--- src/rtl/lpf_pkg.sv ---
package lpf_pkg;
  localparam int PIX_W = 16;

  typedef enum logic [1:0] {
    PM_NIB  = 2'b00,
    PM_BYTE = 2'b01,
    PM_WORD = 2'b10,
    PM_WALT = 2'b11
  } pmode_e;

  function automatic logic is_word(input logic [1:0] m);
    return m[1];
  endfunction

  // bits per chunk for a panel mode
  function automatic logic [4:0] chunk_bits(input logic [1:0] m);
    if (m[1]) return 5'd16;
    else if (m[0]) return 5'd8;
    else return 5'd4;
  endfunction

  // pixel width field: 0 stands for 16
  function automatic logic [4:0] eff_width(input logic [4:0] b);
    if (b == 5'd0 || b > 5'd16) return 5'd16;
    return b;
  endfunction

  function automatic logic [15:0] low_mask(input logic [4:0] n);
    if (n >= 5'd16) return 16'hFFFF;
    return (16'h1 << n) - 16'h1;
  endfunction
endpackage

--- src/rtl/lpf_packer.sv ---
module lpf_packer
  import lpf_pkg::*;
#(
  parameter int ACC_W = 32
) (
  input  logic             clk,
  input  logic             rst_n,
  input  logic             clr,
  input  logic [1:0]       mode,
  input  logic             pix_valid,
  input  logic [PIX_W-1:0] pix_data,
  input  logic [4:0]       pix_bits,
  input  logic             take,
  output logic             in_ready,
  output logic             chunk_rdy,
  output logic [15:0]      chunk
);
  localparam int CNT_W = $clog2(ACC_W + 1);
  localparam logic [CNT_W-1:0] READY_LIM = CNT_W'(ACC_W - PIX_W);

  logic [ACC_W-1:0] acc, acc_n, base, newbits;
  logic [CNT_W-1:0] fill, fill_n, base_fill, cs;
  logic [4:0]       w;
  logic             accept, emit;

  assign cs        = CNT_W'(chunk_bits(mode));
  assign w         = eff_width(pix_bits);
  assign chunk_rdy = !clr && (fill >= cs);
  assign chunk     = acc[15:0] & low_mask(cs[4:0]);
  assign in_ready  = !clr && (fill <= READY_LIM);
  assign accept    = pix_valid && in_ready;
  assign emit      = take && chunk_rdy;

  always_comb begin
    base      = emit ? (acc >> cs) : acc;
    base_fill = emit ? (fill - cs) : fill;
    newbits   = ACC_W'(pix_data & low_mask(w)) << base_fill;
    acc_n     = accept ? (base | newbits) : base;
    fill_n    = accept ? (base_fill + CNT_W'(w)) : base_fill;
  end

  always_ff @(posedge clk or negedge rst_n) begin
    if (!rst_n) begin
      acc  <= '0;
      fill <= '0;
    end else if (clr) begin
      acc  <= '0;
      fill <= '0;
    end else begin
      acc  <= acc_n;
      fill <= fill_n;
    end
  end

  // shifter never exceeds its storage
  assert_fill_bound_R8: assert property (@(posedge clk) disable iff (!rst_n)
    fill <= CNT_W'(ACC_W));
  // a chunk that is not taken stays ready while the mode holds
  assert_chunk_held_R3: assert property (@(posedge clk) disable iff (!rst_n || clr)
    (chunk_rdy && !take) |=> (chunk_rdy || clr || mode != $past(mode)));
endmodule

--- src/rtl/lpf_byte_queue.sv ---
module lpf_byte_queue #(
  parameter int DEPTH = 16,
  parameter int W     = 8
) (
  input  logic         clk,
  input  logic         rst_n,
  input  logic         clr,
  input  logic         push,
  input  logic [W-1:0] din,
  input  logic         pop,
  output logic [W-1:0] dout,
  output logic         empty,
  output logic         full
);
  localparam int CW = $clog2(DEPTH + 1);
  localparam int IW = (DEPTH > 1) ? $clog2(DEPTH) : 1;

  logic [W-1:0]  mem   [DEPTH];
  logic [W-1:0]  mem_n [DEPTH];
  logic [CW-1:0] cnt, cnt_n;
  logic [IW-1:0] widx;
  logic          do_push, do_pop;

  assign empty   = (cnt == '0);
  assign full    = (cnt == CW'(DEPTH));
  assign dout    = mem[0];
  assign do_pop  = pop && !empty;
  assign do_push = push && !full;
  assign widx    = IW'(cnt - (do_pop ? CW'(1) : CW'(0)));

  always_comb begin
    for (int i = 0; i < DEPTH; i++) mem_n[i] = mem[i];
    if (do_pop) begin
      for (int i = 0; i < DEPTH - 1; i++) mem_n[i] = mem[i+1];
      mem_n[DEPTH-1] = '0;
    end
    if (do_push) mem_n[widx] = din;
    cnt_n = cnt + (do_push ? CW'(1) : CW'(0)) - (do_pop ? CW'(1) : CW'(0));
  end

  always_ff @(posedge clk or negedge rst_n) begin
    if (!rst_n) begin
      cnt <= '0;
      for (int i = 0; i < DEPTH; i++) mem[i] <= '0;
    end else if (clr) begin
      cnt <= '0;
      for (int i = 0; i < DEPTH; i++) mem[i] <= '0;
    end else begin
      cnt <= cnt_n;
      for (int i = 0; i < DEPTH; i++) mem[i] <= mem_n[i];
    end
  end

  // the writer never offers a byte to a full queue
  assert_no_push_full_R8: assert property (@(posedge clk) disable iff (!rst_n || clr)
    push |-> !full);
  // a lone pop removes exactly one entry
  assert_pop_count_R7: assert property (@(posedge clk) disable iff (!rst_n || clr)
    (pop && !push && !empty) |=> (cnt == $past(cnt) - CW'(1)));
  // the reader never pops an empty queue
  assert_no_pop_empty_R9: assert property (@(posedge clk) disable iff (!rst_n || clr)
    pop |-> !empty);
endmodule

--- src/rtl/lpf_pin_drive.sv ---
module lpf_pin_drive
  import lpf_pkg::*;
(
  input  logic        clk,
  input  logic        rst_n,
  input  logic        clr,
  input  logic [1:0]  mode,
  input  logic        rd,
  input  logic [7:0]  q0_dout,
  input  logic [7:0]  q1_dout,
  input  logic        q0_empty,
  input  logic        q1_empty,
  output logic        pop0,
  output logic        pop1,
  output logic [15:0] pins,
  output logic        underflow
);
  logic        phase;
  logic [3:0]  hi_nib;
  logic        ok, want0, want1, starve, serve;
  logic [15:0] nxt_pins;

  always_comb begin
    ok       = 1'b0;
    want0    = 1'b0;
    want1    = 1'b0;
    nxt_pins = pins;
    if (is_word(mode)) begin
      ok       = !q0_empty && !q1_empty;
      want0    = 1'b1;
      want1    = 1'b1;
      nxt_pins = {q1_dout, q0_dout};
    end else if (mode == PM_BYTE) begin
      ok       = !q0_empty;
      want0    = 1'b1;
      nxt_pins = {8'h00, q0_dout};
    end else if (!phase) begin
      ok       = !q0_empty;
      want0    = 1'b1;
      nxt_pins = {12'h000, q0_dout[3:0]};
    end else begin
      ok       = 1'b1;
      nxt_pins = {12'h000, hi_nib};
    end
  end

  assign serve  = rd && ok && !clr;
  assign starve = rd && !ok && !clr;
  assign pop0   = serve && want0;
  assign pop1   = serve && want1;

  always_ff @(posedge clk or negedge rst_n) begin
    if (!rst_n) begin
      pins      <= '0;
      phase     <= 1'b0;
      hi_nib    <= '0;
      underflow <= 1'b0;
    end else if (clr) begin
      pins      <= '0;
      phase     <= 1'b0;
      hi_nib    <= '0;
      underflow <= 1'b0;
    end else begin
      if (serve) begin
        pins <= nxt_pins;
        if (mode == PM_NIB) begin
          phase <= !phase;
          if (!phase) hi_nib <= q0_dout[7:4];
        end
      end
      if (starve) underflow <= 1'b1;
    end
  end

  // a starved read keeps the pins and raises the flag
  assert_hold_on_starve_R9: assert property (@(posedge clk) disable iff (!rst_n || clr)
    starve |=> ($stable(pins) && underflow));
  // a disabled cycle leaves the pins at zero
  assert_pins_off_R1: assert property (@(posedge clk) disable iff (!rst_n)
    clr |=> (pins == 16'h0 && !underflow));
endmodule

--- src/rtl/lcd_pack_fifo.sv ---
module lcd_pack_fifo
  import lpf_pkg::*;
#(
  parameter int DEPTH = 16,
  parameter int ACC_W = 32
) (
  input  logic        clk,
  input  logic        rst_n,
  input  logic        enable,
  input  logic [1:0]  panel_mode,
  input  logic        pix_valid,
  input  logic [15:0] pix_data,
  input  logic [4:0]  pix_bits,
  output logic        pix_ready,
  input  logic        pclk_en,
  output logic [15:0] pins,
  output logic [1:0]  q_empty,
  output logic [1:0]  q_full,
  output logic        underflow
);
  localparam int NQ = 2;

  logic        clr, take, chunk_rdy;
  logic [15:0] chunk;
  logic        nib_have;
  logic [3:0]  nib_lo;
  logic [NQ-1:0] push_v, pop_v;
  logic [7:0]  din_v  [NQ];
  logic [7:0]  dout_v [NQ];

  assign clr = !enable;

  lpf_packer #(.ACC_W(ACC_W)) u_pack (
    .clk(clk), .rst_n(rst_n), .clr(clr), .mode(panel_mode),
    .pix_valid(pix_valid), .pix_data(pix_data), .pix_bits(pix_bits),
    .take(take), .in_ready(pix_ready), .chunk_rdy(chunk_rdy), .chunk(chunk)
  );

  // write steering per panel mode
  always_comb begin
    take     = 1'b0;
    push_v   = '0;
    din_v[0] = chunk[7:0];
    din_v[1] = chunk[15:8];
    if (is_word(panel_mode)) begin
      take   = chunk_rdy && !q_full[0] && !q_full[1];
      push_v = {take, take};
    end else if (panel_mode == PM_BYTE) begin
      take      = chunk_rdy && !q_full[0];
      push_v[0] = take;
    end else begin
      take      = chunk_rdy && (!nib_have || !q_full[0]);
      push_v[0] = chunk_rdy && nib_have && !q_full[0];
      din_v[0]  = {chunk[3:0], nib_lo};
    end
  end

  always_ff @(posedge clk or negedge rst_n) begin
    if (!rst_n) begin
      nib_have <= 1'b0;
      nib_lo   <= '0;
    end else if (clr) begin
      nib_have <= 1'b0;
      nib_lo   <= '0;
    end else if (panel_mode == PM_NIB && take) begin
      nib_have <= !nib_have;
      if (!nib_have) nib_lo <= chunk[3:0];
    end
  end

  for (genvar g = 0; g < NQ; g++) begin : g_q
    lpf_byte_queue #(.DEPTH(DEPTH), .W(8)) u_q (
      .clk(clk), .rst_n(rst_n), .clr(clr),
      .push(push_v[g]), .din(din_v[g]), .pop(pop_v[g]),
      .dout(dout_v[g]), .empty(q_empty[g]), .full(q_full[g])
    );
  end

  lpf_pin_drive u_drv (
    .clk(clk), .rst_n(rst_n), .clr(clr), .mode(panel_mode), .rd(pclk_en),
    .q0_dout(dout_v[0]), .q1_dout(dout_v[1]),
    .q0_empty(q_empty[0]), .q1_empty(q_empty[1]),
    .pop0(pop_v[0]), .pop1(pop_v[1]), .pins(pins), .underflow(underflow)
  );

  // a paired write leaves both queues holding data
  assert_pair_write_R5: assert property (@(posedge clk) disable iff (!rst_n || clr)
    (push_v[0] && push_v[1]) |=> (!q_empty[0] && !q_empty[1]));
  // byte mode never writes queue 1
  assert_byte_q1_idle_R4: assert property (@(posedge clk) disable iff (!rst_n || clr)
    (panel_mode == PM_BYTE) |-> !push_v[1]);
  // disabled block refuses pixels
  assert_no_ready_off_R1: assert property (@(posedge clk) disable iff (!rst_n)
    clr |-> !pix_ready);
endmodule

--- config.mk ---
export PLATFORM = sky130hd
export DESIGN_NAME = lcd_pack_fifo
export DESIGN_NICKNAME = d
export VERILOG_FILES = /design/src/rtl/lpf_pkg.sv /design/src/rtl/lpf_packer.sv /design/src/rtl/lpf_byte_queue.sv /design/src/rtl/lpf_pin_drive.sv /design/src/rtl/lcd_pack_fifo.sv
export SDC_FILE = /design/constraint.sdc
export NUM_CORES = 1
export LEC_CHECK = 0
export ABC_AREA = 1
export CORE_MARGIN = 4
export CORE_UTILIZATION = 40
export DETAILED_ROUTE_END_ITERATION = 16
export GPL_TIMING_DRIVEN = 0
export MAX_ROUTING_LAYER = met4
export PLACE_DENSITY_LB_ADDON = 0.05
export SYNTH_ARGS = -nofsm -noshare
export SYNTH_HDL_FRONTEND = slang
export SYNTH_SLANG_ARGS = --single-unit
--- constraint.sdc ---
create_clock -name clk -period 3.5 [get_ports clk]
set_input_delay 0.7 -clock clk [delete_from_list [all_inputs] [get_ports clk]]
set_output_delay 0.7 -clock clk [all_outputs]
set_load 0.01 [all_outputs]
[After elaboration in Yosys (flattened, before gate mapping)]
Cells that the tools add are included.
Operators by class
  bitwise logic cells: 5
  reductions and logical operators: 39
  equality and inequality tests: 9
  multiplexer cells: 68
  $add $sub $neg: 10
  shift operators: 4
  magnitude comparators: 9
Operators by type and width (count)
  two-way mux 128 bit: 6
  bitwise mux 128 bit: 2
  two-way mux 16 bit: 8
  two-way mux 32 bit: 3
  demux 8 bit (select 4 bit): 2
  two-way mux 4 bit: 9
  AND 16 bit: 2
  two-way mux 8 bit: 4
  bitwise OR 32 bit: 1
  << shifter 1 x 5 -> 16 bit, first input constant: 2
  << shifter 32 x 6 -> 32 bit: 1
  >> shifter 32 x 5 -> 32 bit: 1
  subtractor 16 x 1 -> 16 bit, second input constant: 2
  two-way mux 1 bit: 26
  two-way mux 5 bit: 5
  logical AND 1 bit: 23
  greater-or-equal comparator 5 bit, second input constant: 4
  two-way mux 6 bit: 3
  zero test 5 bit: 3
  adder 5 x 1 -> 5 bit: 2
  == test 5 bit, second input constant: 2
  < comparator 5 x 1 -> 1 bit, second input constant: 2
  NOT 4 -> 5 bit: 2
  subtractor 5 bit: 2
  other kinds (14): 27
Word-level totals
  input bits: 28
  flip-flop bits (word level): 331
  output and inout bits: 22
  word-level logic and storage cells: 186

[Depth between registers and ports, before layout]
Gate-level depths: netlist of the first run.
  depth after elaboration: 19
  gate-level depth with buffers: 29
  mapped depth without buffers: 27

[Hierarchy]
A second synthesis of the first run with hierarchy kept.
Unflattened totals
  cells, all modules: 3566
  area, all modules: 22519.1 µm²
Modules (own cells, without submodules)
  lpf_byte_queue (g_q[1].u_q): instances 1, seq. area each 3328.2 µm², cells each 1331, area each 8348.0 µm²
  lpf_byte_queue (g_q[0].u_q): instances 1, seq. area each 3328.2 µm², cells each 1330, area each 8310.5 µm²
  lpf_packer: instances 1, seq. area each 950.9 µm², cells each 697, area each 4325.4 µm²
  lpf_pin_drive: instances 1, seq. area each 550.5 µm², cells each 151, area each 1158.6 µm²
  lcd_pack_fifo: instances 1, seq. area each 125.1 µm², cells each 57, area each 376.6 µm²

[Worst setup path before layout of the first run]
No wires, ideal clock.
  path kind: input port to flip-flop
  start point: in panel_mode[1]
  end point: reg u_pack.fill[5]
  data arrival time: 4038 ps
  data required time: 3377 ps
  setup slack: -662 ps
  cell stages on the path: 28
  setup time: 123 ps
  buffers on the path: 3
  path through: buf_6 -> nor2_2 -> clkinv_1 -> clkbuf_1 -> fa_1 -> nand2_1 -> nand2_1 -> inv_1 -> nand2_1 -> nand2_1 -> nor2_2 -> o21ai_1 -> nand2_2 -> nand2_2 -> inv_4 -> nand2_1 -> nand2_2 -> inv_2 -> buf_2 -> ha_1 -> a21oi_1 -> nand2_1 -> nand2_1 -> nand2_1 -> a21oi_1 -> nor2_1 -> o21ai_0 -> a21oi_1
On the way
  longest elaborated chain between the ends: 11
  elaborated cells between the ends (all ways): 15
  classes of those cells: add/sub: 2; order compare: 1; eq/ne: 1; mux: 6; reduce/logical: 5
RTL lines
  start: declaration: RTL line lcd_pack_fifo.sv:10  | input logic [1:0] panel_mode,
  two-way mux 5 bit: RTL line lpf_pkg.sv:17  | if (m[1]) return 5'd16;
  greater-or-equal comparator 6 x 5 -> 1 bit: RTL line lpf_packer.sv:28  | assign chunk_rdy = !clr && (fill >= cs);
  logical AND 1 bit: RTL line lpf_packer.sv:28
  logical AND 1 bit, on equally long branches: RTL line lcd_pack_fifo.sv:52, lcd_pack_fifo.sv:46, lcd_pack_fifo.sv:49
  two-way mux 1 bit / logical AND 1 bit (equally long branches): RTL line lcd_pack_fifo.sv:48, lcd_pack_fifo.sv:46
  two-way mux 1 bit: RTL line lcd_pack_fifo.sv:45  | if (is_word(panel_mode)) begin
  logical AND 1 bit: RTL line lpf_packer.sv:32  | assign emit = take && chunk_rdy;
  two-way mux 6 bit *: RTL line lpf_packer.sv:36  | base_fill = emit ? (fill - cs) : fill;
  adder 6 x 5 -> 6 bit: RTL line lpf_packer.sv:39  | fill_n = accept ? (base_fill + CNT_W'(w)) : base_fill;
  two-way mux 6 bit *: RTL line lpf_packer.sv:39
  two-way mux 6 bit *: RTL line lpf_packer.sv:46  | end else if (clr) begin
  end signal: assignment: RTL line lpf_packer.sv:51  | fill <= fill_n;
  end: declaration: RTL line lpf_packer.sv:22  | logic [CNT_W-1:0] fill, fill_n, base_fill, cs;
Every way passes the cells marked *; elsewhere a longest branch is shown, timed or not.
A chain may end at the register's enable or synchronous reset.

[Worst setup path in the final report of the first run]
  start point: reg g_q[0].u_q.cnt[2]
  end point: reg g_q[0].u_q.mem[110] (netlist bit)
On the way
  longest elaborated chain between the ends: 19
  elaborated cells between the ends (all ways): 30
  classes of those cells: add/sub: 1; order compare: 2; eq/ne: 1; mux: 12; bitwise: 1; reduce/logical: 13
RTL lines
  start: declaration: RTL line lpf_byte_queue.sv:20  | logic [CW-1:0] cnt, cnt_n;
  start signal: assignment: RTL line lpf_byte_queue.sv:49  | cnt <= cnt_n;
  zero test 5 bit *: RTL line lpf_byte_queue.sv:24  | assign empty = (cnt == '0);
  net g_q[0].u_q.empty: RTL line lpf_byte_queue.sv:12  | output logic empty,
  zero test 1 bit *
  two-way mux 1 bit: RTL line lpf_pin_drive.sv:37  | end else if (!phase) begin
  two-way mux 1 bit: RTL line lpf_pin_drive.sv:33  | end else if (mode == PM_BYTE) begin
  two-way mux 1 bit: RTL line lpf_pin_drive.sv:28  | if (is_word(mode)) begin
  logical AND 1 bit (2 in a row): RTL line lpf_pin_drive.sv:47  | assign serve = rd && ok && !clr;
  logical AND 1 bit: RTL line lpf_pin_drive.sv:49  | assign pop0 = serve && want0;
  [3 not listed]
  NOT 4 -> 5 bit (implied by the code): RTL line lpf_byte_queue.sv:37  | if (do_push) mem_n[widx] = din;
  greater-or-equal comparator 5 bit (implied by the code) / < comparator 5 x 1 -> 1 bit (equally long branches): RTL line lpf_byte_queue.sv:37
  logical AND 1 bit (implied by the code): RTL line lpf_byte_queue.sv:37
  two-way mux 8 bit (implied by the code): RTL line lpf_byte_queue.sv:37
  demux 8 bit (select 4 bit): RTL line lpf_byte_queue.sv:37
  bitwise mux 128 bit: RTL line lpf_byte_queue.sv:37
  two-way mux 128 bit *: RTL line lpf_byte_queue.sv:37
  two-way mux 128 bit *: RTL line lpf_byte_queue.sv:45  | end else if (clr) begin
  end: declaration: RTL line lpf_byte_queue.sv:18  | logic [W-1:0] mem [DEPTH];
The timed path passes the listed nets; every way through them passes the cells marked *.

==> impl_results.html, run 1 <==
<table>
<tr><th>Metric</th><th>Value</th></tr>
<tr><th colspan="2">Status</th></tr>
<tr><td>Result of the run</td><td>finished clean</td></tr>
<tr><th colspan="2">Logic synthesis</th></tr>
<tr><td>Commonest cells in the synthesized netlist</td><td>696 x sky130_fd_sc_hd__nand2_1, 342 x sky130_fd_sc_hd__o21ai_0, 331 x sky130_fd_sc_hd__dfrtp_1, 221 x sky130_fd_sc_hd__a31oi_1, 142 x sky130_fd_sc_hd__inv_1</td></tr>
<tr><td>Dominant combinational cell family by area after synthesis</td><td>compound AO/OA/AOI/OAI gates</td></tr>
<tr><td>Flip-flop and latch count after synthesis</td><td>331</td></tr>
<tr><td>Area of the mapped netlist</td><td>0.0181 sq mm</td></tr>
<tr><td>Share of synthesized area spent on multiplexers</td><td>0.000552</td></tr>
<tr><td>Area share of xor/xnor cells in the synthesized design</td><td>0.00483</td></tr>
<tr><td>Number of warning messages in the yosys log</td><td>0</td></tr>
<tr><td>Share of synthesized cell area in full adder, half adder and majority cells</td><td>0.0223</td></tr>
<tr><td>Synthesized Nets</td><td>2437</td></tr>
<tr><td>Number of synthesized flops with an enable pin</td><td>0</td></tr>
<tr><td>Post-synth top flop</td><td>sky130_fd_sc_hd__dfrtp_1</td></tr>
<tr><td>Post-synthesis async set-or-reset flop share</td><td>1.00</td></tr>
<tr><td>Synth unique cells</td><td>46</td></tr>
<tr><td>Cells after synthesis</td><td>2379</td></tr>
<tr><td>Fraction of post-synthesis cell area in the top cell type by area</td><td>0.456</td></tr>
<tr><td>Dominant cell by count in the synthesized netlist</td><td>sky130_fd_sc_hd__nand2_1</td></tr>
<tr><td>Sequential area share after synthesis</td><td>0.456</td></tr>
<tr><td>Average cell area after synthesis</td><td>7.63 sq um</td></tr>
<tr><td>Area share of and/or/nand/nor cells after synthesis</td><td>0.216</td></tr>
<tr><td>Post-synth top area cell</td><td>sky130_fd_sc_hd__dfrtp_1</td></tr>
<tr><td>Cell types with the largest area share after synthesis</td><td>sky130_fd_sc_hd__dfrtp_1 46%, sky130_fd_sc_hd__nand2_1 14%, sky130_fd_sc_hd__o21ai_0 9.4%</td></tr>
<tr><td>Compound-Gate Fraction of Synth Area</td><td>0.223</td></tr>
<tr><th colspan="2">GRT</th></tr>
<tr><td>Overall global routing resource usage</td><td>0.241</td></tr>
<tr><td>Wire length of the first global-routing pass</td><td>94.5 mm</td></tr>
<tr><td>Pin count of the biggest net entering global routing</td><td>99</td></tr>
<tr><td>Number of antenna violations at the first check in global routing</td><td>0</td></tr>
<tr><td>Vias in the first global route</td><td>17000</td></tr>
<tr><td>Gr ovfl total</td><td>0</td></tr>
<tr><th colspan="2">Pwr</th></tr>
<tr><td>Total leakage power</td><td>9.36 nW</td></tr>
<tr><td>Total power draw</td><td>14.7 mW</td></tr>
<tr><td>Pwr per Cell Area</td><td>666 mW/mm^2</td></tr>
<tr><td>IR drop worst, VDD</td><td>0.355 mV</td></tr>
<tr><th colspan="2">Cells and area</th></tr>
<tr><td>Storage cell area</td><td>0.00829 sq mm</td></tr>
<tr><td>Antenna Diode Count</td><td>0</td></tr>
<tr><td>Synth-to-Final Area Change</td><td>21.4%</td></tr>
<tr><td>Net count of the finished layout</td><td>2584</td></tr>
<tr><td>Post-route cell area</td><td>0.0220 sq mm</td></tr>
<tr><td>Layout filler cell count</td><td>4460</td></tr>
<tr><td>Fraction of final layout cells sized beyond drive strength 1</td><td>0.151</td></tr>
<tr><td>Area of combinational cells with multiple inputs</td><td>0.00917 sq mm</td></tr>
<tr><th colspan="2">Floorplanning</th></tr>
<tr><td>Number of core rows</td><td>77</td></tr>
<tr><td>Y dimension of the die</td><td>221 microns</td></tr>
<tr><td>Number of primary I/O pins</td><td>50</td></tr>
<tr><td>Horizontal extent of the die</td><td>221 microns</td></tr>
<tr><td>Die Footprint</td><td>0.0488 sq mm</td></tr>
<tr><td>Initial standard-cell utilization of the core</td><td>0.408</td></tr>
<tr><td>Core area</td><td>0.0445 sq mm</td></tr>
<tr><th colspan="2">Clock tree</th></tr>
<tr><td>Level count of the clock H-tree</td><td>2</td></tr>
<tr><td>TritonCTS clock tree</td><td>yes</td></tr>
<tr><td>Buffers from clock root to sink, at most</td><td>3</td></tr>
<tr><td>Hold bufs inserted after CTS</td><td>0</td></tr>
<tr><td>Reg clk slew, reported paths</td><td>0.06 ns</td></tr>
<tr><td>Sink count of the clock tree</td><td>331</td></tr>
<tr><td>Clock Tree Root</td><td>sky130_fd_sc_hd__clkbuf_16</td></tr>
<tr><td>Total clock buffers created by CTS</td><td>40</td></tr>
<tr><td>Worst-skew pair later-pin latency</td><td>0.57 ns</td></tr>
<tr><th colspan="2">Critical path</th></tr>
<tr><td>Worst Path Max Fanout</td><td>10</td></tr>
<tr><td>Kind of cell with the highest combined delay on the critical path</td><td>buffers and inverters</td></tr>
<tr><td>Data required time of the worst path</td><td>3.92 ns</td></tr>
<tr><td>Cells on worst reg2reg path</td><td>21</td></tr>
<tr><td>Ordered cell list for the critical path</td><td>inv_1 &gt; ha_1 &gt; nand3_2 &gt; nor2_4 &gt; a22oi_2 &gt; nand2_4 &gt; nor2_4 &gt; clkinv_4 &gt; nor2_8 &gt; buf_8 &gt; ha_2 &gt; inv_1 &gt; ha_4 &gt; inv_2 &gt; nor3_2 &gt; inv_2 &gt; nor2_4 &gt; inv_2 &gt; buf_4 &gt; o21ai_1 &gt; a31oi_1</td></tr>
<tr><td>R2r setup slk</td><td>0.12 ns</td></tr>
<tr><td>Buf/Inv on CP</td><td>8</td></tr>
<tr><td>Reg-to-reg critical path endpoint</td><td>g_q[0].u_q.mem[110]$_DFF_PN0_</td></tr>
<tr><td>Peak per-stage delay on the critical path</td><td>0.37 ns</td></tr>
<tr><td>Element type at the critical path end</td><td>register</td></tr>
<tr><td>Kind of critical path</td><td>register to register</td></tr>
<tr><td>Arr. time, crit path</td><td>3.80 ns</td></tr>
<tr><td>Reg-to-reg startpoint</td><td>g_q[0].u_q.cnt[2]$_DFF_PN0_</td></tr>
<tr><td>Startpoint type of the worst setup path</td><td>register</td></tr>
<tr><td>Worst path slowest cell</td><td>sky130_fd_sc_hd__dfrtp_1</td></tr>
<tr><th colspan="2">STA</th></tr>
<tr><td>Slew at the pin closest to its max-slew limit</td><td>1.31 ns</td></tr>
<tr><td>Tightest slew margin relative to the limit</td><td>0.117</td></tr>
<tr><td>Achievable frequency</td><td>296 MHz</td></tr>
<tr><td>Share of the clock period used by the worst path</td><td>0.966</td></tr>
<tr><td>Setup repair after global routing missed its margin</td><td>true</td></tr>
<tr><td>Time the final worst path needs with I/O delays and setup</td><td>3.38 ns</td></tr>
<tr><td>Total count of max-transition violations in the final report</td><td>0</td></tr>
<tr><td>Final worst-path setup slack</td><td>0.121 ns</td></tr>
<tr><td>Final-report hold violation count</td><td>0</td></tr>
<tr><td>Number of endpoints failing setup at the final stage</td><td>0</td></tr>
<tr><td>Sum Neg Setup Slack</td><td>0 ns</td></tr>
<tr><td>Layout Skew</td><td>0.0302 ns</td></tr>
<tr><th colspan="2">Placement</th></tr>
<tr><td>Estimated wirelength of the detail-placed design</td><td>41.0 mm</td></tr>
<tr><td>Port Buffer Count</td><td>48</td></tr>
<tr><td>Cell area reported after detailed placement</td><td>0.0197 sq mm</td></tr>
<tr><td>Worst slack at placement</td><td>-1.40 ns</td></tr>
<tr><td>Routability congestion estimate</td><td>0.884</td></tr>
<tr><th colspan="2">Min path</th></tr>
<tr><td>Hold/Removal Path Class</td><td>input pin to async pin</td></tr>
<tr><th colspan="2">Drt</th></tr>
<tr><td>Final wirelength</td><td>58.7 mm</td></tr>
<tr><td>Post-detailed-route DRC marker count</td><td>0</td></tr>
<tr><td>Count of antenna-violating nets left after detailed routing</td><td>0</td></tr>
<tr><td>Drt pass-1 iters</td><td>8</td></tr>
<tr><td>Via-to-Cell Ratio</td><td>5.56</td></tr>
<tr><td>Via count</td><td>17500</td></tr>
<tr><td>Routed length per instance</td><td>18.7 microns</td></tr>
<tr><td>Detailed router's first-iteration violation count</td><td>1414</td></tr>
<tr><th colspan="2">Job</th></tr>
<tr><td>Reported max-cap violation count</td><td>0</td></tr>
</table>
[cell usage in the layout, fill, tap and decap left out, drive strengths merged, types with 13 or more instances in the layout]
cell type,count
clkbuf,155
inv,154
o22ai,24
a21oi,88
buf,137
o21ai,359
ha,26
nand3,129
nor2,98
a31oi,221
nand4,13
clkdlybuf4s50,44
dfrtp,331
nand2,702
[worst max-delay path by stage]
stage	startpoint	endpoint	slack [ns]	cells past startpoint
floorplan	panel_mode[1]	u_pack.fill[5]$_DFF_PN0_	-0.08	29
global route	g_q[1].u_q.cnt[2]$_DFF_PN0_	g_q[0].u_q.mem[103]$_DFF_PN0_	-0.03	21
finish	g_q[0].u_q.cnt[2]$_DFF_PN0_	g_q[0].u_q.mem[110]$_DFF_PN0_	0.12	21
global placement	rst_n	g_q[0].u_q.mem[30]$_DFF_PN0_	-13.50	1
CTS	g_q[0].u_q.cnt[2]$_DFF_PN0_	g_q[1].u_q.mem[78]$_DFF_PN0_	-0.04	21
detailed placement	panel_mode[0]	g_q[0].u_q.mem[102]$_DFF_PN0_	-1.40	22
[power by group]
group | total, mW | internal (mW) | switching [mW]
clock | 4.10 | 2.42 | 1.68
combinational | 5.90 | 2.05 | 3.85
sequential | 4.67 | 4.32 | 0.356
total | 14.7 | 8.78 | 5.89
[state kept, by name (all words and copies together) (netlist names), 4 cells and up]
register,count
g_q.u_q.cnt,10
u_drv.hi_nib,4
g_q.u_q.dout,16
g_q.u_q.mem,240
u_pack.fill,6
u_pack.acc,32
nib_lo,4
u_drv.pins,16
[layout make-up]
type | count | share of cell area
Multi-Input combinational cell | 1718 | 0.416
Tap cell | 592 | 0.0336
Timing Repair Buffer | 107 | 0.0456
Buffer | 172 | 0.0436
Sequential cell | 331 | 0.376
Inverter | 156 | 0.0277
Clock inverter | 8 | 0.00477
Clock buffer | 59 | 0.0523
[per-layer routing]
metal  vias to the layer above  GRT usage  part of all wire
met5                         -          -                 0
met4                         0     0.0538             0.021
met3                        81     0.0342             0.051
met2                       461      0.354              0.44
met1                      8502      0.356              0.49
li1                       8423          -                 -
[through the flow]
| stage | std cells | utilization | hold slack [ns] |
|---|---|---|---|
| 6_report | 3143 | 0.495 | 0.0791 |
| 5_1_grt | 3143 | 0.495 | 0.105 |
| 3_3_place_gp | 3019 | 0.440 | 0.486 |
| 2_1_floorplan | 2379 | - | 0.404 |
| 3_5_place_dp | 3022 | 0.442 | 0.498 |
| 4_1_cts | 3103 | 0.477 | 0.0805 |
[cells by family (layout without fill, tap and decap cells)]
kind of cell | Yosys count | in the layout
AO/OA/AOI/OAI | 724 | 724
XOR/XNOR | 10 | 10
adder cells (fa/ha/maj) | 30 | 30
buffers and inverters | 330 | 502
flip-flops | 331 | 331
multiplexers | 1 | 1
AND/OR/NAND/NOR | 953 | 953
[what timing repair did]
action | 4_1_cts | 5_1_grt
endpoints found under the setup margin | 306 | 294
pin swaps | 12 | 37
resized for setup | 65 | 169
setup buffers | 15 | 40
cloned | 0 | 1
Power figures use the tool's default switching activity.
==> inputs of run 2 (changes only) <==
- CORE_MARGIN: 4 -> 1.5
==> run 2 against run 1 <==
Sequential cell count is the same; die area fell by 4.5%; critical path depth down 1; sequential power is essentially flat; cell area decreased by 0.48%; register-to-register slack gained 0.03 ns; non-clock buffer count decreased by 10; combinational power down 3.9%; critical endpoint is now g_q[0].u_q.mem[16]$_DFF_PN0_; largest power group unchanged.
==> impl_results.html, run 2 (synthesized netlist as in run 1, its figures left out) <==
<table>
<tr><th>Metric</th><th>Value</th></tr>
<tr><th colspan="2">Drt</th></tr>
<tr><td>Count of antenna-violating nets left after detailed routing</td><td>0</td></tr>
<tr><td>Detailed router's first-iteration violation count</td><td>1316</td></tr>
<tr><td>Routed length per instance</td><td>18.6 microns</td></tr>
<tr><td>Final wirelength</td><td>58.3 mm</td></tr>
<tr><td>Via-to-Cell Ratio</td><td>5.51</td></tr>
<tr><td>Via count</td><td>17300</td></tr>
<tr><td>Drt pass-1 iters</td><td>6</td></tr>
<tr><td>Post-detailed-route DRC marker count</td><td>0</td></tr>
<tr><th colspan="2">Pwr</th></tr>
<tr><td>Pwr per Cell Area</td><td>669 mW/mm^2</td></tr>
<tr><td>Total leakage power</td><td>9.33 nW</td></tr>
<tr><td>Total power draw</td><td>14.7 mW</td></tr>
<tr><td>IR drop worst, VDD</td><td>0.429 mV</td></tr>
<tr><th colspan="2">Floorplanning</th></tr>
<tr><td>Y dimension of the die</td><td>216 microns</td></tr>
<tr><td>Initial standard-cell utilization of the core</td><td>0.408</td></tr>
<tr><td>Die Footprint</td><td>0.0466 sq mm</td></tr>
<tr><td>Number of primary I/O pins</td><td>50</td></tr>
<tr><td>Horizontal extent of the die</td><td>216 microns</td></tr>
<tr><td>Number of core rows</td><td>77</td></tr>
<tr><td>Core area</td><td>0.0445 sq mm</td></tr>
<tr><th colspan="2">STA</th></tr>
<tr><td>Tightest slew margin relative to the limit</td><td>0.179</td></tr>
<tr><td>Number of endpoints failing setup at the final stage</td><td>0</td></tr>
<tr><td>Total count of max-transition violations in the final report</td><td>0</td></tr>
<tr><td>Layout Skew</td><td>0.0167 ns</td></tr>
<tr><td>Final-report hold violation count</td><td>0</td></tr>
<tr><td>Slew at the pin closest to its max-slew limit</td><td>1.22 ns</td></tr>
<tr><td>Time the final worst path needs with I/O delays and setup</td><td>3.35 ns</td></tr>
<tr><td>Worst hold margin</td><td>0.0518 ns</td></tr>
<tr><td>Share of the clock period used by the worst path</td><td>0.956</td></tr>
<tr><td>Setup repair after global routing missed its margin</td><td>true</td></tr>
<tr><td>Achievable frequency</td><td>299 MHz</td></tr>
<tr><td>Sum Neg Setup Slack</td><td>0 ns</td></tr>
<tr><th colspan="2">Critical path</th></tr>
<tr><td>Peak per-stage delay on the critical path</td><td>0.35 ns</td></tr>
<tr><td>Data required time of the worst path</td><td>3.97 ns</td></tr>
<tr><td>Worst Path Max Fanout</td><td>10</td></tr>
<tr><td>Element type at the critical path end</td><td>register</td></tr>
<tr><td>Worst path slowest cell</td><td>sky130_fd_sc_hd__dfrtp_1</td></tr>
<tr><td>Arr. time, crit path</td><td>3.82 ns</td></tr>
<tr><td>Buf/Inv on CP</td><td>7</td></tr>
<tr><td>Most Frequent Cell on Critical Path</td><td>sky130_fd_sc_hd__nor2_4</td></tr>
<tr><td>Kind of critical path</td><td>register to register</td></tr>
<tr><td>Cell depth of the worst setup path</td><td>20</td></tr>
<tr><td>Ordered cell list for the critical path</td><td>inv_1 &gt; ha_1 &gt; nand3_4 &gt; nor2_4 &gt; a22oi_2 &gt; nand2_4 &gt; nor2_4 &gt; inv_4 &gt; nor2_8 &gt; buf_6 &gt; ha_2 &gt; nand2_1 &gt; xor2_4 &gt; nor2_1 &gt; inv_2 &gt; nor2_4 &gt; clkinvlp_4 &gt; clkbuf_2 &gt; buf_4 &gt; a31oi_1</td></tr>
<tr><td>Reg-to-reg critical path endpoint</td><td>g_q[0].u_q.mem[16]$_DFF_PN0_</td></tr>
<tr><td>Reg-to-reg startpoint</td><td>g_q[1].u_q.cnt[2]$_DFF_PN0_</td></tr>
<tr><td>Kind of cell with the highest combined delay on the critical path</td><td>simple AND/OR/NAND/NOR gates</td></tr>
<tr><td>Startpoint type of the worst setup path</td><td>register</td></tr>
<tr><td>Cells on worst reg2reg path</td><td>20</td></tr>
<tr><td>R2r setup slk</td><td>0.15 ns</td></tr>
<tr><th colspan="2">Cells and area</th></tr>
<tr><td>Antenna Diode Count</td><td>0</td></tr>
<tr><td>Commonest cells after routing, fill and taps aside</td><td>681 x sky130_fd_sc_hd__nand2_1, 329 x sky130_fd_sc_hd__dfrtp_1, 328 x sky130_fd_sc_hd__o21ai_0</td></tr>
<tr><td>Leading cell type in the layout, fill and taps excluded</td><td>sky130_fd_sc_hd__nand2_1</td></tr>
<tr><td>Max FFs per register</td><td>240</td></tr>
<tr><td>Most flop-heavy register</td><td>g_q.u_q.mem</td></tr>
<tr><td>Net count of the finished layout</td><td>2573</td></tr>
<tr><td>Layout filler cell count</td><td>4447</td></tr>
<tr><td>Largest regs</td><td>g_q.u_q.mem (240), u_pack.acc (32)</td></tr>
<tr><td>Synth-to-Final Area Change</td><td>20.8%</td></tr>
<tr><td>Fraction of final layout cells sized beyond drive strength 1</td><td>0.145</td></tr>
<tr><th colspan="2">Min path</th></tr>
<tr><td>Hold/Removal Path Class</td><td>input pin to async pin</td></tr>
<tr><th colspan="2">GRT</th></tr>
<tr><td>Wire length of the first global-routing pass</td><td>94.0 mm</td></tr>
<tr><td>Vias in the first global route</td><td>16800</td></tr>
<tr><td>Pin count of the biggest net entering global routing</td><td>102</td></tr>
<tr><td>Gr ovfl total</td><td>0</td></tr>
<tr><td>Number of antenna violations at the first check in global routing</td><td>0</td></tr>
<tr><td>Overall global routing resource usage</td><td>0.257</td></tr>
<tr><th colspan="2">Clock tree</th></tr>
<tr><td>Hold bufs inserted after CTS</td><td>0</td></tr>
<tr><td>Level count of the clock H-tree</td><td>2</td></tr>
<tr><td>Sink count of the clock tree</td><td>331</td></tr>
<tr><td>Buffers from clock root to sink, at most</td><td>3</td></tr>
<tr><td>Total clock buffers created by CTS</td><td>39</td></tr>
<tr><td>Worst-skew pair later-pin latency</td><td>0.56 ns</td></tr>
<tr><td>Clock Tree Root</td><td>sky130_fd_sc_hd__clkbuf_16</td></tr>
<tr><td>TritonCTS clock tree</td><td>yes</td></tr>
<tr><td>Reg clk slew, reported paths</td><td>0.06 ns</td></tr>
<tr><th colspan="2">Status</th></tr>
<tr><td>Result of the run</td><td>finished clean</td></tr>
<tr><th colspan="2">Placement</th></tr>
<tr><td>Estimated wirelength of the detail-placed design</td><td>40.9 mm</td></tr>
<tr><td>Port Buffer Count</td><td>48</td></tr>
<tr><td>Routability congestion estimate</td><td>0.892</td></tr>
<tr><th colspan="2">Job</th></tr>
<tr><td>Reported max-cap violation count</td><td>0</td></tr>
</table>
==> run 2: through the flow <==
step,instances,setup WS (ns),utilization,instance area [sq um]
after global routing,3138,-0.0400,0.492,21900
after floorplan,2379,-0.0839,-,18400
after global placement,3019,-13.51,0.440,19600
after CTS,3109,-0.000850,0.479,21300
after detailed placement,3022,-1.48,0.442,19700
final,3138,0.154,0.492,21900
==> run 2: routing by layer <==
metal  part of all wire  track usage
met1               0.49        0.376
met2               0.44        0.376
met3              0.047       0.0333
met4              0.020       0.0662
met5                  0            -
==> run 2: worst max-delay path by stage <==
| stage | startpoint | end | slack [ns] |
|---|---|---|---|
| after floorplan | panel_mode[1] | u_pack.fill[5]$_DFF_PN0_ | -0.08 |
| after global placement | rst_n | g_q[0].u_q.mem[20]$_DFF_PN0_ | -13.51 |
| after detailed placement | panel_mode[0] | g_q[0].u_q.mem[102]$_DFF_PN0_ | -1.48 |
| after CTS | g_q[0].u_q.cnt[3]$_DFF_PN0_ | g_q[0].u_q.mem[47]$_DFF_PN0_ | -0.0009 |
| after global routing | g_q[1].u_q.cnt[2]$_DFF_PN0_ | g_q[1].u_q.cnt[4]$_DFF_PN0_ | -0.04 |
| final | g_q[1].u_q.cnt[2]$_DFF_PN0_ | g_q[0].u_q.mem[16]$_DFF_PN0_ | 0.15 |
==> run 2: power breakdown <==
part	total (mW)	internal, mW	switching, mW	leakage (nW)
Clock	4.32	2.63	1.69	0.673
Combinational	5.67	1.90	3.76	4.08
Sequential	4.67	4.31	0.357	4.58
Total	14.7	8.85	5.81	9.33
==> run 2: worst reg2reg max path: stages (launching register included) <==
cell	delay, ns
sky130_fd_sc_hd__dfrtp_1	0.35
sky130_fd_sc_hd__inv_1	0.08
sky130_fd_sc_hd__ha_1	0.23
sky130_fd_sc_hd__nand3_4	0.13
sky130_fd_sc_hd__nor2_4	0.06
sky130_fd_sc_hd__a22oi_2	0.22
sky130_fd_sc_hd__nand2_4	0.09
sky130_fd_sc_hd__nor2_4	0.14
sky130_fd_sc_hd__inv_4	0.09
sky130_fd_sc_hd__nor2_8	0.12
sky130_fd_sc_hd__buf_6	0.15
sky130_fd_sc_hd__ha_2	0.21
sky130_fd_sc_hd__nand2_1	0.13
sky130_fd_sc_hd__xor2_4	0.21
sky130_fd_sc_hd__nor2_1	0.15
sky130_fd_sc_hd__inv_2	0.12
sky130_fd_sc_hd__nor2_4	0.16
sky130_fd_sc_hd__clkinvlp_4	0.16
sky130_fd_sc_hd__clkbuf_2	0.19
sky130_fd_sc_hd__buf_4	0.15
sky130_fd_sc_hd__a31oi_1	0.14
==> run 2: cell type report <==
type | count | area, sq um | area share
clock buffers | 59 | 1180 | 0.0539
repair buffers | 97 | 910 | 0.0415
flip-flops and latches | 331 | 8290 | 0.378
clock inverters | 13 | 183 | 0.00833
inverters | 156 | 607 | 0.0277
well taps | 592 | 741 | 0.0338
multi-input cells | 1718 | 9070 | 0.414
plain buffers | 172 | 937 | 0.0428
==> run 2: repair_timing <==
item / CTS / global route
pin swaps: 11 / 23
setup endpoints to repair: 306 / 291
buffers inserted: 16 / 30
gates resized for setup: 56 / 133
==> inputs of run 3 (changes only) <==
- PLACE_DENSITY_LB_ADDON: 0.05 -> 0.08
==> run 3 against run 2 <==
Clock skew grew 0.0044 ns; maximum frequency down 0.95%; clock power decreased by 2%; largest power group unchanged; first-iteration DRC count grew 12%; critical path type unchanged; cell area decreased by 0.35%.
==> impl_results.html, run 3 (synthesized netlist as in run 1, its figures left out) <==
<table>
<tr><th>Metric</th><th>Value</th></tr>
<tr><th colspan="2">Status</th></tr>
<tr><td>Result of the run</td><td>finished clean</td></tr>
<tr><th colspan="2">STA</th></tr>
<tr><td>Sum Neg Setup Slack</td><td>0 ns</td></tr>
<tr><td>Slew at the pin closest to its max-slew limit</td><td>1.23 ns</td></tr>
<tr><td>Final-report hold violation count</td><td>0</td></tr>
<tr><td>Time the final worst path needs with I/O delays and setup</td><td>3.38 ns</td></tr>
<tr><td>Total count of max-transition violations in the final report</td><td>0</td></tr>
<tr><td>Layout Skew</td><td>0.0211 ns</td></tr>
<tr><td>Share of the clock period used by the worst path</td><td>0.965</td></tr>
<tr><td>Tightest slew margin relative to the limit</td><td>0.169</td></tr>
<tr><td>Final worst-path setup slack</td><td>0.122 ns</td></tr>
<tr><td>Worst hold margin</td><td>0.0921 ns</td></tr>
<tr><td>Number of endpoints failing setup at the final stage</td><td>0</td></tr>
<tr><td>Achievable frequency</td><td>296 MHz</td></tr>
<tr><td>Setup repair after global routing missed its margin</td><td>true</td></tr>
<tr><th colspan="2">Critical path</th></tr>
<tr><td>Reg-to-reg critical path endpoint</td><td>g_q[1].u_q.mem[62]$_DFF_PN0_</td></tr>
<tr><td>Element type at the critical path end</td><td>register</td></tr>
<tr><td>Worst setup path startpoint</td><td>g_q[1].u_q.cnt[2]$_DFF_PN0_</td></tr>
<tr><td>Data required time of the worst path</td><td>3.93 ns</td></tr>
<tr><td>Cells on worst reg2reg path</td><td>20</td></tr>
<tr><td>Arr. time, crit path</td><td>3.81 ns</td></tr>
<tr><td>Kind of critical path</td><td>register to register</td></tr>
<tr><td>Startpoint type of the worst setup path</td><td>register</td></tr>
<tr><td>Reg-to-reg startpoint</td><td>g_q[1].u_q.cnt[2]$_DFF_PN0_</td></tr>
<tr><td>R2r setup slk</td><td>0.12 ns</td></tr>
<tr><td>Capture point of the critical path</td><td>g_q[1].u_q.mem[62]$_DFF_PN0_</td></tr>
<tr><td>Worst Path Max Fanout</td><td>10</td></tr>
<tr><th colspan="2">Pwr</th></tr>
<tr><td>Switching share of power</td><td>0.400</td></tr>
<tr><td>Total power draw</td><td>14.5 mW</td></tr>
<tr><td>Reg power frac</td><td>0.320</td></tr>
<tr><td>Part of the power in the clock network</td><td>0.291</td></tr>
<tr><td>Total leakage power</td><td>9.29 nW</td></tr>
<tr><td>IR drop worst, VDD</td><td>0.464 mV</td></tr>
<tr><td>Psw</td><td>5.81 mW</td></tr>
<tr><td>Cell internal power dissipation</td><td>8.73 mW</td></tr>
<tr><td>Pwr per Cell Area</td><td>666 mW/mm^2</td></tr>
<tr><td>Share of power burned in combinational logic</td><td>0.389</td></tr>
<tr><th colspan="2">Cells and area</th></tr>
<tr><td>Max FFs per register</td><td>240</td></tr>
<tr><td>Most flop-heavy register</td><td>g_q.u_q.mem</td></tr>
<tr><td>Largest regs</td><td>g_q.u_q.mem (240), u_pack.acc (32)</td></tr>
<tr><td>Leading cell type in the layout, fill and taps excluded</td><td>sky130_fd_sc_hd__nand2_1</td></tr>
<tr><td>Net count of the finished layout</td><td>2566</td></tr>
<tr><td>Final core utilization</td><td>0.491</td></tr>
<tr><td>Fraction of final layout cells sized beyond drive strength 1</td><td>0.143</td></tr>
<tr><td>Commonest cells after routing, fill and taps aside</td><td>683 x sky130_fd_sc_hd__nand2_1, 330 x sky130_fd_sc_hd__dfrtp_1, 322 x sky130_fd_sc_hd__o21ai_0</td></tr>
<tr><td>Synth-to-Final Area Change</td><td>20.4%</td></tr>
<tr><td>Layout filler cell count</td><td>4521</td></tr>
<tr><td>Antenna Diode Count</td><td>0</td></tr>
<tr><th colspan="2">Placement</th></tr>
<tr><td>Port Buffer Count</td><td>48</td></tr>
<tr><td>Worst slack at placement</td><td>-1.54 ns</td></tr>
<tr><td>Estimated wirelength of the detail-placed design</td><td>40.3 mm</td></tr>
<tr><td>Routability congestion estimate</td><td>0.896</td></tr>
<tr><th colspan="2">Floorplanning</th></tr>
<tr><td>Number of primary I/O pins</td><td>50</td></tr>
<tr><td>Initial standard-cell utilization of the core</td><td>0.408</td></tr>
<tr><td>Horizontal extent of the die</td><td>216 microns</td></tr>
<tr><td>Die Footprint</td><td>0.0466 sq mm</td></tr>
<tr><td>Core area</td><td>0.0445 sq mm</td></tr>
<tr><td>Number of core rows</td><td>77</td></tr>
<tr><td>Y dimension of the die</td><td>216 microns</td></tr>
<tr><th colspan="2">Clock tree</th></tr>
<tr><td>Sink count of the clock tree</td><td>331</td></tr>
<tr><td>Reg clk slew, reported paths</td><td>0.06 ns</td></tr>
<tr><td>Buffers from clock root to sink, at most</td><td>3</td></tr>
<tr><td>TritonCTS clock tree</td><td>yes</td></tr>
<tr><td>Total clock buffers created by CTS</td><td>40</td></tr>
<tr><td>Hold bufs inserted after CTS</td><td>0</td></tr>
<tr><td>Clock Tree Root</td><td>sky130_fd_sc_hd__clkbuf_16</td></tr>
<tr><td>Level count of the clock H-tree</td><td>2</td></tr>
<tr><td>Worst-skew pair later-pin latency</td><td>0.57 ns</td></tr>
<tr><th colspan="2">Drt</th></tr>
<tr><td>Detailed router's first-iteration violation count</td><td>1474</td></tr>
<tr><td>Drt pass-1 iters</td><td>7</td></tr>
<tr><td>Routed length per instance</td><td>18.2 microns</td></tr>
<tr><td>Count of antenna-violating nets left after detailed routing</td><td>0</td></tr>
<tr><td>Via count</td><td>17300</td></tr>
<tr><td>Post-detailed-route DRC marker count</td><td>0</td></tr>
<tr><td>Final wirelength</td><td>57.0 mm</td></tr>
<tr><td>Via-to-Cell Ratio</td><td>5.52</td></tr>
<tr><th colspan="2">GRT</th></tr>
<tr><td>Gr ovfl total</td><td>0</td></tr>
<tr><td>Vias in the first global route</td><td>16700</td></tr>
<tr><td>Wire length of the first global-routing pass</td><td>92.0 mm</td></tr>
<tr><td>Layer with the highest usage</td><td>met2</td></tr>
<tr><td>Overall global routing resource usage</td><td>0.251</td></tr>
<tr><td>Grt met3 use</td><td>0.0297</td></tr>
<tr><td>GR met2 Demand/Resource</td><td>0.372</td></tr>
<tr><td>Pin count of the biggest net entering global routing</td><td>110</td></tr>
<tr><td>Number of antenna violations at the first check in global routing</td><td>0</td></tr>
<tr><td>Met1 Track Usage GR</td><td>0.365</td></tr>
<tr><th colspan="2">Min path</th></tr>
<tr><td>Hold/Removal Path Class</td><td>input pin to async pin</td></tr>
<tr><th colspan="2">Job</th></tr>
<tr><td>Reported max-cap violation count</td><td>0</td></tr>
</table>
[run 3: cell types whose count changed in the layout (fill, tap and decap cells not counted), moves of 3 or more]
cell | before | now
sky130_fd_sc_hd__nand3_2 | 15 | 30
sky130_fd_sc_hd__nand3_1 | 106 | 97
sky130_fd_sc_hd__buf_4 | 60 | 54
sky130_fd_sc_hd__nand3_4 | 8 | 2
sky130_fd_sc_hd__o21ai_0 | 328 | 322
sky130_fd_sc_hd__clkbuf_1 | 82 | 87
sky130_fd_sc_hd__o21ai_1 | 18 | 23
sky130_fd_sc_hd__buf_2 | 46 | 42
sky130_fd_sc_hd__nand2_2 | 16 | 13
sky130_fd_sc_hd__nor2_1 | 58 | 61
[run 3: layout make-up]
cell class                 instances  area [sq um]  share of cell area
inverter                         156           608              0.0278
clock inverter                    11           140             0.00642
buffer                           173           966              0.0442
clock buffer                      63          1190              0.0544
timing repair buffer              88           845              0.0387
multi-input combinational       1718          9070               0.415
tap                              592           741              0.0339
sequential                       331          8280               0.379
[run 3: worst min-delay path by stage]
stage | startpoint | endpoint | slack [ns] | cells after the start
after floorplan | rst_n | g_q[0].u_q.cnt[0]$_DFF_PN0_ | 0.40 | 0
after global routing | rst_n | g_q[1].u_q.mem[81]$_DFF_PN0_ | 0.14 | 1
after CTS | rst_n | g_q[1].u_q.mem[81]$_DFF_PN0_ | 0.11 | 1
after global placement | g_q[1].u_q.dout[1]$_DFF_PN0_ | u_drv.pins[9]$_DFFE_PN0P_ | 0.49 | 1
final | rst_n | g_q[1].u_q.mem[81]$_DFF_PN0_ | 0.09 | 1
after detailed placement | u_drv.underflow$_DFFE_PN0P_ | u_drv.underflow$_DFFE_PN0P_ | 0.50 | 2
[run 3: metrics by stage]
stage,std cells,area (sq um)
after floorplan,2379,18400
after global placement,3019,19600
after detailed placement,3022,19700
after CTS,3112,21300
after global routing,3132,21800
final,3132,21800
[run 3: layer usage]
metal  wire [microns]  part of all wire
met3             2870             0.050
met5                0                 0
met4             1190             0.021
met2            25000              0.44
met1            28000              0.49
[run 3: power by group through the flow]
stage               Combinational [mW]  Sequential (mW)  Clock, mW
detailed placement                4.88             4.71          0
floorplan                         3.38             4.61          0
finish                            5.66             4.65       4.23
CTS                               5.13             4.64       4.30
global placement                  4.83             4.72          0
global route                      6.26             4.71       4.46
[run 3: critical path: stages (launching register included)]
cell,delay [ns]
sky130_fd_sc_hd__dfrtp_1,0.36
sky130_fd_sc_hd__inv_2,0.06
sky130_fd_sc_hd__ha_1,0.20
sky130_fd_sc_hd__nand3_2,0.12
sky130_fd_sc_hd__nor2_4,0.06
sky130_fd_sc_hd__a22oi_2,0.25
sky130_fd_sc_hd__nand2_4,0.08
sky130_fd_sc_hd__nor2_4,0.17
sky130_fd_sc_hd__inv_6,0.09
sky130_fd_sc_hd__nor2_4,0.10
sky130_fd_sc_hd__buf_6,0.11
sky130_fd_sc_hd__buf_6,0.14
sky130_fd_sc_hd__ha_4,0.14
sky130_fd_sc_hd__nand2_1,0.12
sky130_fd_sc_hd__xor2_4,0.23
sky130_fd_sc_hd__buf_4,0.15
sky130_fd_sc_hd__nor2_4,0.19
sky130_fd_sc_hd__nand3_2,0.20
sky130_fd_sc_hd__clkbuf_8,0.24
sky130_fd_sc_hd__o21ai_0,0.15
sky130_fd_sc_hd__a31oi_1,0.06
[run 3: timing repair]
item	in CTS	in global routing
gates resized for setup	57	152
endpoints found under the setup margin	306	293
buffers inserted	16	21
pin swaps	7	26
endpoints found under the hold margin	0	0
